File: config.mk
export PLATFORM = sky130hd
export DESIGN_NAME = thermconv_top
export DESIGN_NICKNAME = d
export VERILOG_FILES = /design/src/rtl/thermconv_pkg.sv /design/src/rtl/thermconv_fuse_decode.sv /design/src/rtl/thermconv_gain_div.sv /design/src/rtl/thermconv_convert.sv /design/src/rtl/thermconv_top.sv
export SDC_FILE = /design/constraint.sdc
export NUM_CORES = 2
export LEC_CHECK = 0
export BUFFER_PORTS_ARGS = -buffer_cell sky130_fd_sc_hd__buf_2
export CAP_MARGIN = 10
export CORE_MARGIN = 4
export CORE_UTILIZATION = 55
export DETAILED_ROUTE_END_ITERATION = 10
export PLACE_DENSITY = 0.73
export SETUP_SLACK_MARGIN = 0.4
export SYNTH_ARGS = -nofsm -noshare
export SYNTH_HDL_FRONTEND = slang
export SYNTH_HIERARCHICAL = 1
export SYNTH_SLANG_ARGS = --single-unit
File: constraint.sdc
create_clock -name clk -period 49.8 [get_ports clk]
set_input_delay 9.96 -clock clk [delete_from_list [all_inputs] [get_ports clk]]
set_output_delay 9.96 -clock clk [all_outputs]
set_load 0.02 [all_outputs]
File: src/rtl/thermconv_pkg.sv
package thermconv_pkg;

    localparam int TEMP_W      = 32;
    localparam int CODE_BITS   = 12;
    localparam int NUM_VTS     = 5;
    localparam int VTS_W       = 9;
    localparam int GE_W        = 10;
    localparam int DEGC_W      = 6;
    localparam int SLOPE_W     = 7;

    localparam logic signed [TEMP_W-1:0] TEMP_FLOOR  = 32'sh8000_0000;
    localparam logic        [TEMP_W-1:0] GAIN_NUMER  = 32'd1627604160;
    localparam logic signed [TEMP_W-1:0] SPIKE_LIMIT = 32'sd200000;
    localparam logic signed [TEMP_W-1:0] CODE_BIAS   = 32'sd3350;
    localparam int SLOPE_BASE = 165;
    localparam int GE_BASE    = 10000;

    typedef struct packed {
        logic        [GE_W-1:0]               adc_ge;
        logic        [DEGC_W-1:0]             degc;
        logic signed [SLOPE_W-1:0]            slope;
        logic        [NUM_VTS-1:0][VTS_W-1:0] vts;
    } calib_t;

    typedef enum logic [1:0] {CTL_START, CTL_DIVIDE, CTL_READY} ctl_state_t;
    typedef enum logic [1:0] {DV_IDLE, DV_FIRST, DV_SECOND}     div_state_t;

    function automatic calib_t calib_default();
        calib_t c;
        c.adc_ge = 10'd512;
        c.degc   = 6'd40;
        c.slope  = '0;
        for (int i = 0; i < NUM_VTS; i++) c.vts[i] = 9'd260;
        return c;
    endfunction

endpackage

File: src/rtl/thermconv_fuse_decode.sv
module thermconv_fuse_decode
    import thermconv_pkg::*;
(
    input  logic [31:0] w0,
    input  logic [31:0] w1,
    input  logic [31:0] w2,
    output calib_t      cal
);
    logic signed [SLOPE_W-1:0] mag;

    assign mag = $signed({1'b0, w0[31:26]});

    always_comb begin
        cal = calib_default();
        if (w0[0]) begin
            cal.adc_ge = w1[31:22];
            cal.degc   = w0[6:1];
            cal.vts[0] = w0[25:17];
            cal.vts[1] = w0[16:8];
            cal.vts[2] = w1[8:0];
            cal.vts[3] = w2[31:23];
            cal.vts[4] = w2[22:14];
            cal.slope  = (w0[7] && w1[9]) ? -mag : mag;
        end
    end
endmodule

File: src/rtl/thermconv_gain_div.sv
module thermconv_gain_div
    import thermconv_pkg::*;
#(
    parameter int W = 32
) (
    input  logic         clk,
    input  logic         rst_n,
    input  logic         start,
    input  logic [W-1:0] numer,
    input  logic [W-1:0] div_a,
    input  logic [W-1:0] div_b,
    output logic         busy,
    output logic         done,
    output logic [W-1:0] quotient
);
    localparam int CNT_W = $clog2(W);
    localparam logic [CNT_W-1:0] LAST_STEP = CNT_W'(W - 1);

    div_state_t       state_q, state_d;
    logic [W-1:0]     rem_q, quo_q, divisor_q, div_b_q;
    logic [CNT_W-1:0] cnt_q;
    logic [W:0]       rem_sh, trial;
    logic             take, last;
    logic [W-1:0]     rem_n, quo_n;

    always_comb begin
        rem_sh = {rem_q, quo_q[W-1]};
        trial  = rem_sh - {1'b0, divisor_q};
        take   = !trial[W];
        rem_n  = take ? trial[W-1:0] : rem_sh[W-1:0];
        quo_n  = {quo_q[W-2:0], take};
        last   = (cnt_q == LAST_STEP);
    end

    always_comb begin
        state_d = state_q;
        if (start) begin
            state_d = DV_FIRST;
        end else begin
            unique case (state_q)
                DV_IDLE:   state_d = DV_IDLE;
                DV_FIRST:  if (last) state_d = DV_SECOND;
                DV_SECOND: if (last) state_d = DV_IDLE;
                default:   state_d = DV_IDLE;
            endcase
        end
    end

    always_ff @(posedge clk or negedge rst_n) begin
        if (!rst_n) state_q <= DV_IDLE;
        else        state_q <= state_d;
    end

    always_ff @(posedge clk or negedge rst_n) begin
        if (!rst_n) begin
            rem_q     <= '0;
            quo_q     <= '0;
            divisor_q <= '0;
            div_b_q   <= '0;
            cnt_q     <= '0;
            quotient  <= '0;
            done      <= 1'b0;
        end else begin
            done <= 1'b0;
            if (start) begin
                rem_q     <= '0;
                quo_q     <= numer;
                divisor_q <= div_a;
                div_b_q   <= div_b;
                cnt_q     <= '0;
            end else if (state_q != DV_IDLE) begin
                cnt_q <= cnt_q + 1'b1;
                if (last && state_q == DV_FIRST) begin
                    rem_q     <= '0;
                    quo_q     <= quo_n;
                    divisor_q <= div_b_q;
                    cnt_q     <= '0;
                end else if (last) begin
                    quotient <= quo_n;
                    done     <= 1'b1;
                end else begin
                    rem_q <= rem_n;
                    quo_q <= quo_n;
                end
            end
        end
    end

    assign busy = (state_q != DV_IDLE);

    assert_divisor_nonzero_R2: assert property (@(posedge clk) disable iff (!rst_n)
        start |-> (div_a != '0 && div_b != '0));
    assert_done_pulse_R2: assert property (@(posedge clk) disable iff (!rst_n)
        done |-> !busy);
endmodule

File: src/rtl/thermconv_convert.sv
module thermconv_convert
    import thermconv_pkg::*;
#(
    parameter int RAW_W  = 16,
    parameter int SENS_W = 3
) (
    input  logic [RAW_W-1:0]         raw,
    input  logic [SENS_W-1:0]        sensor,
    input  calib_t                   cal,
    input  logic signed [TEMP_W-1:0] gain,
    output logic signed [TEMP_W-1:0] temp
);
    logic [CODE_BITS-1:0]      code;
    logic [VTS_W-1:0]          vts_sel;
    logic signed [TEMP_W-1:0]  delta, prod, scaled, base, unfilt;

    always_comb begin
        code    = raw[CODE_BITS-1:0];
        vts_sel = '0;
        for (int i = 0; i < NUM_VTS; i++)
            if (int'(sensor) == i) vts_sel = cal.vts[i];
        delta  = $signed({{(TEMP_W-CODE_BITS){1'b0}}, code})
               - $signed({{(TEMP_W-VTS_W){1'b0}}, vts_sel}) - CODE_BIAS;
        prod   = gain * delta;
        scaled = prod >>> 3;
        base   = $signed({{(TEMP_W-DEGC_W){1'b0}}, cal.degc}) * 32'sd500;
        unfilt = base - scaled;
        temp   = (unfilt > SPIKE_LIMIT) ? '0 : unfilt;
    end
endmodule

File: src/rtl/thermconv_top.sv
module thermconv_top
    import thermconv_pkg::*;
#(
    parameter int NUM_BANKS = 4,
    parameter int RAW_W     = 16,
    parameter int SENS_W    = 3
) (
    input  logic                        clk,
    input  logic                        rst_n,
    input  logic                        fuse_load,
    input  logic [31:0]                 fuse_w0,
    input  logic [31:0]                 fuse_w1,
    input  logic [31:0]                 fuse_w2,
    input  logic                        in_valid,
    output logic                        in_ready,
    input  logic [SENS_W-1:0]           in_sensor,
    input  logic [$clog2(NUM_BANKS)-1:0] in_bank,
    input  logic [RAW_W-1:0]            in_raw,
    input  logic                        in_last_bank,
    input  logic                        in_last_frame,
    output logic                        busy,
    output logic                        out_valid,
    output logic [NUM_BANKS*TEMP_W-1:0] bank_max,
    output logic [TEMP_W-1:0]           global_max
);
    localparam int BANK_W = $clog2(NUM_BANKS);

    ctl_state_t               state_q, state_d;
    calib_t                   cal_q, cal_dec;
    logic                     div_busy, div_done;
    logic [TEMP_W-1:0]        div_q;
    logic signed [TEMP_W-1:0] temp_conv, run_q, run_merge, glob_n, glob_q;
    logic signed [TEMP_W-1:0] stage_q [NUM_BANKS];
    logic signed [TEMP_W-1:0] stage_n [NUM_BANKS];
    logic signed [TEMP_W-1:0] bank_q  [NUM_BANKS];
    logic                     accept, closes;
    logic [TEMP_W-1:0]        div_a, div_b;

    thermconv_fuse_decode u_fuse (
        .w0(fuse_w0), .w1(fuse_w1), .w2(fuse_w2), .cal(cal_dec)
    );

    assign div_a = TEMP_W'(SLOPE_BASE + int'(cal_q.slope));
    assign div_b = TEMP_W'(GE_BASE) + TEMP_W'(cal_q.adc_ge);

    thermconv_gain_div #(.W(TEMP_W)) u_div (
        .clk(clk), .rst_n(rst_n), .start(state_q == CTL_START),
        .numer(GAIN_NUMER), .div_a(div_a), .div_b(div_b),
        .busy(div_busy), .done(div_done), .quotient(div_q)
    );

    thermconv_convert #(.RAW_W(RAW_W), .SENS_W(SENS_W)) u_conv (
        .raw(in_raw), .sensor(in_sensor), .cal(cal_q),
        .gain($signed(div_q)), .temp(temp_conv)
    );

    // control FSM
    always_comb begin
        state_d = state_q;
        if (fuse_load) begin
            state_d = CTL_START;
        end else begin
            unique case (state_q)
                CTL_START:  state_d = CTL_DIVIDE;
                CTL_DIVIDE: if (div_done) state_d = CTL_READY;
                CTL_READY:  state_d = CTL_READY;
                default:    state_d = CTL_START;
            endcase
        end
    end

    always_ff @(posedge clk or negedge rst_n) begin
        if (!rst_n) state_q <= CTL_START;
        else        state_q <= state_d;
    end

    assign in_ready = (state_q == CTL_READY);
    assign busy     = (state_q != CTL_READY);
    assign accept   = in_valid && in_ready;
    assign closes   = in_last_bank || in_last_frame;

    // bank and frame reduction
    always_comb begin
        run_merge = (temp_conv > run_q) ? temp_conv : run_q;
        for (int i = 0; i < NUM_BANKS; i++) begin
            stage_n[i] = stage_q[i];
            if (accept && closes && int'(in_bank) == i && run_merge > stage_q[i])
                stage_n[i] = run_merge;
        end
        glob_n = TEMP_FLOOR;
        for (int i = 0; i < NUM_BANKS; i++)
            if (stage_n[i] > glob_n) glob_n = stage_n[i];
    end

    always_ff @(posedge clk or negedge rst_n) begin
        if (!rst_n) begin
            cal_q     <= calib_default();
            run_q     <= TEMP_FLOOR;
            glob_q    <= TEMP_FLOOR;
            out_valid <= 1'b0;
            for (int i = 0; i < NUM_BANKS; i++) begin
                stage_q[i] <= TEMP_FLOOR;
                bank_q[i]  <= TEMP_FLOOR;
            end
        end else begin
            if (fuse_load) cal_q <= cal_dec;
            out_valid <= accept && in_last_frame;
            if (accept) run_q <= closes ? TEMP_FLOOR : run_merge;
            for (int i = 0; i < NUM_BANKS; i++)
                stage_q[i] <= (accept && in_last_frame) ? TEMP_FLOOR : stage_n[i];
            if (accept && in_last_frame) begin
                glob_q <= glob_n;
                for (int i = 0; i < NUM_BANKS; i++) bank_q[i] <= stage_n[i];
            end
        end
    end

    assign global_max = glob_q;
    generate
        for (genvar g = 0; g < NUM_BANKS; g++) begin : g_out
            assign bank_max[g*TEMP_W +: TEMP_W] = bank_q[g];
            assert_global_covers_bank_R6: assert property (@(posedge clk) disable iff (!rst_n)
                out_valid |-> ($signed(global_max) >= bank_q[g]));
        end
    endgenerate

    assert_no_accept_when_busy_R2: assert property (@(posedge clk) disable iff (!rst_n)
        (busy || div_busy) |-> !in_ready);
    assert_spike_clamped_R4: assert property (@(posedge clk) disable iff (!rst_n)
        accept |-> (temp_conv <= SPIKE_LIMIT));
    assert_sensor_in_range_R3: assert property (@(posedge clk) disable iff (!rst_n)
        in_valid |-> (int'(in_sensor) < NUM_VTS));
    assert_strobe_follows_frame_R7: assert property (@(posedge clk) disable iff (!rst_n)
        out_valid |-> $past(in_valid && in_ready && in_last_frame));
    assert_result_hold_R7: assert property (@(posedge clk) disable iff (!rst_n)
        !out_valid |-> $stable(global_max));
endmodule

==> results.tsv <==
stage	metric	value	unit
clock_tree	CTS Buffer Depth	3	
clock_tree	clk_lat worst skew	0.66	ns
logic_synthesis	sequential share of the synthesized area	0.299	
logic_synthesis	Mean Syn Cell Area	9.19	um^2
global_routing	largest net degree at the start of global routing	121	
finish	final instance area	0.0518	mm^2
drt	Vias	36500	
sta	Hold Fails Final Rpt	0	
sta	crit share post-route	0.775	
logic_synthesis	largest family of logic cells by synthesized area	adder cells	
hold_path	Hold Path Class	reg2reg	
worst_setup_path	Arr. time, crit path	39.12	ns
clock_tree	root buffer cell	clkbuf_16	
worst_setup_path	crit-path most repeated cell	a21oi_1	
logic_synthesis	Cells after Synth	5093	
floorplanning	DIE AREA	0.0899	mm^2
drt	Post-route DRC	0	
power	Pwr Density	70.0	mW/mm^2
worst_setup_path	Crit Path Max Fanout	59	
placement	area post-placement	0.0495	mm^2
logic_synthesis	Adder-Cell Fraction of Synth Area	0.237	
logic_synthesis	Mapped Area	0.0468	mm^2
clock_tree	hold_buf cts	0	
placement	DP Worst Slack	11.28	ns
worst_setup_path	Top Family by Delay on Critical Path	simple AND/OR/NAND/NOR gates	
logic_synthesis	YS warnings	6	
worst_setup_path	type of origin of the critical path	input port	
logic_synthesis	Simple-Gate Fraction of Synth Area	0.150	
sta	Slew Viols, Final	0	
global_routing	GRT Util Overall	0.262	
drt	WL final	117000	um
clock_tree	Clock Sinks	559	
global_routing	initial antenna violation count	2	
outcome	run status	completed	
sta	Tmin final	38.58	ns
worst_setup_path	CP max stage cell	mux2_2	
sta	unrepaired setup endpoints after global routing	no	
placement	port bufs	255	
finish	fin nets	6166	
logic_synthesis	Compound-Gate Fraction of Synth Area	0.134	
sta	Max Fclk	25.9	MHz
global_routing	grt ovf	0	
global_routing	first-pass GRT wire length	193000	um
sta	skew final	0.0431	ns
sta	measured slew at the worst slew-check pin	1.17	ns
worst_setup_path	slowest stage delay, CP	0.99	ns
logic_synthesis	Post-synth ARST share	1.00	
drt	Final ANT Viol Nets	0	
logic_synthesis	top-area cell type share of the netlist area	0.287	
worst_setup_path	crit end category	flop	
floorplanning	row cnt	106	
drt	Iter 0 DRT Violations	2359	
sta	post-route setup slack	11.22	ns
power	Pleak	26.3	nW
floorplanning	Ports	286	
sta	Setup violations, final	0	
global_routing	number of global-route vias before repair	37200	
logic_synthesis	Post-synth EDFFs	0	
worst_setup_path	WS Path Type	in2reg	
clock_tree	CTS H-tree lvls	2	
logic_synthesis	ranking of synthesized cells by area	dfrtp_1 29%, fa_1 12%, ha_1 11%	
logic_synthesis	Yosys cell types	116	
clock_tree	TritonCTS Buffers	61	
logic_synthesis	largest area contributor in the netlist	dfrtp_1	
clock_tree	TritonCTS clock tree	yes	
logic_synthesis	xor/xnor share of the synthesized area	0.0252	
floorplanning	core area	0.0840	mm^2
drt	Pre-Repair DR Iteration Count	5	
logic_synthesis	mux cell area share after synthesis	0.0807	
flow_run	Max Cap Viol	0	
logic_synthesis	main flop type after synthesis	dfrtp_1	
floorplanning	Die Span Y	300	um
clock_tree	post-CTS resize count	0	
sta	total negative slack	0	ns
floorplanning	Initial Utilization	0.558	
placement	GP Congestion	0.906	
clock_tree	buffer count from post-CTS setup fixing	0	
power	power consumption	0.00362	W
worst_setup_path	WP data required	50.34	ns
sta	Slew headroom	0.213	
placement	hpwl dp	89800	um
worst_setup_path	worst path bufs/invs	10	
logic_synthesis	Seq cells post-synth	559	
drt	Via density	5.60	
finish	area grow syn2layout	10.6	%
power	Peak VDD IR	0.000297	V
drt	drt wl/cell	18.0	um
clock_tree	Clk pin slew, worst setup/hold paths	0.06	ns
floorplanning	Die W	300	um
finish	share of cells above drive strength 1	0.128	
-- flip-flops by register name, summed over array words and instances (netlist names) --
register and cells:
u_div/rem_q 32, out_valid 1, bank_max 128, stage_q 128, u_div/done 1, u_div/state_q 2
global_max 32, u_div/cnt_q 5, u_div/divisor_q 32, u_div/quo_q 32, state_q 2, u_div/div_b_q 32
cal_q 68, u_div/quotient 32, run_q 32
-- final timing paths --
| kind | from | to | slack (ns) | cells after the start |
|---|---|---|---|---|
| max | in_sensor[2] | global_max[0]$_DFFE_PN0P_ | 11.22 | 95 |
| min | u_div/quotient[31]$_DFFE_PN0P_ | u_div/quotient[31]$_DFFE_PN0P_ | 0.47 | 2 |
| max reg2reg | cal_q[27]$_DFFE_PN0P_ | global_max[0]$_DFFE_PN0P_ | 21.14 | 93 |
| min reg2reg | u_div/quotient[31]$_DFFE_PN0P_ | u_div/quotient[31]$_DFFE_PN0P_ | 0.47 | 2 |
| max in group asynchronous | rst_n | bank_max[101]$_DFFE_PN0P_ | 37.30 | 4 |
| min in group asynchronous | rst_n | cal_q[25]$_DFFE_PN0P_ | 9.34 | 1 |
-- per-layer routing --
layer / track usage / vias up / wire, um
li1: - / 17500 / -
met1: 0.351 / 18000 / 51600
met2: 0.444 / 812 / 56600
met3: 0.0391 / 202 / 5710
met4: 0.0742 / 0 / 3060
met5: 0 / - / 0
-- through the flow --
| step | hold WS [ns] | utilization | instances |
|---|---|---|---|
| after global placement | 0.452 | 0.590 | 6400 |
| final | 0.468 | 0.617 | 6514 |
| after CTS | 0.472 | 0.617 | 6512 |
| after global routing | 0.494 | 0.617 | 6514 |
| after detailed placement | 0.458 | 0.590 | 6400 |
| after floorplan | 0.438 | - | 5167 |
-- cells in the final DEF, fill, tap and decap left out, types with 103 or more instances in the layout --
master,instances
mux2_2,103
o21ai_0,275
inv_1,677
ha_1,425
and2_1,116
fa_1,288
nor2b_1,107
nand2_1,678
nor2_1,286
buf_2,254
dfrtp_1,536
a21oi_1,223
mux2i_1,194
-- synth_stat cells (18+ instances only) --
| master | n |
|---|---|
| a31oi_1 | 23 |
| inv_1 | 678 |
| nand3_1 | 48 |
| nand2b_1 | 43 |
| o21ai_1 | 37 |
| a22o_1 | 33 |
| xor2_1 | 34 |
| mux2_4 | 29 |
| and2_1 | 116 |
| nand4_1 | 71 |
| o21a_1 | 26 |
| nor2b_1 | 107 |
| a211oi_1 | 31 |
| o21bai_1 | 18 |
| nor3_1 | 44 |
| dfstp_2 | 23 |
| ha_1 | 426 |
| fa_1 | 288 |
| o21ai_0 | 277 |
| mux2_2 | 102 |
| o221ai_2 | 29 |
| clkbuf_1 | 186 |
| o211ai_1 | 29 |
| dfrtp_1 | 536 |
| a21o_1 | 81 |
| nor2_1 | 288 |
| a21oi_1 | 223 |
| nand2_1 | 679 |
| mux2i_1 | 194 |
| xnor2_1 | 85 |
| o22ai_1 | 22 |
-- layout make-up --
| type | instances | area [um^2] |
|---|---|---|
| Tap cell | 1134 | 1420 |
| Fill cell | 7117 | 32200 |
| Sequential cell | 559 | 14000 |
| Inverter | 682 | 2560 |
| Antenna cell | 2 | 5.00 |
| Multi-Input combinational cell | 3705 | 29700 |
| Clock buffer | 87 | 1790 |
| Clock inverter | 25 | 489 |
| Timing Repair Buffer | 320 | 1770 |
-- worst min-delay path, delay by kind of cell (launching register included) --
| kind | cells | cell delay, ns |
|---|---|---|
| and+or+nand+nor | 2 | 0.10 |
| DFF | 1 | 0.34 |
-- kinds of logic (layout without fill, tap and decap cells) --
group           after synthesis  count (layout)
other cells                   2              78
flops                       559             559
fa+ha+maj                   714             714
compound gates              955             955
simple gates               1498            1498
xor+xnor                    125             125
buf+inv                     903            1114
mux                         337             337
-- power by group --
part           switching, W  internal, W
Combinational       0.00156     0.000928
Clock              0.000194     0.000316
Sequential        0.0000637     0.000558
(Power assumes the default switching activity.)
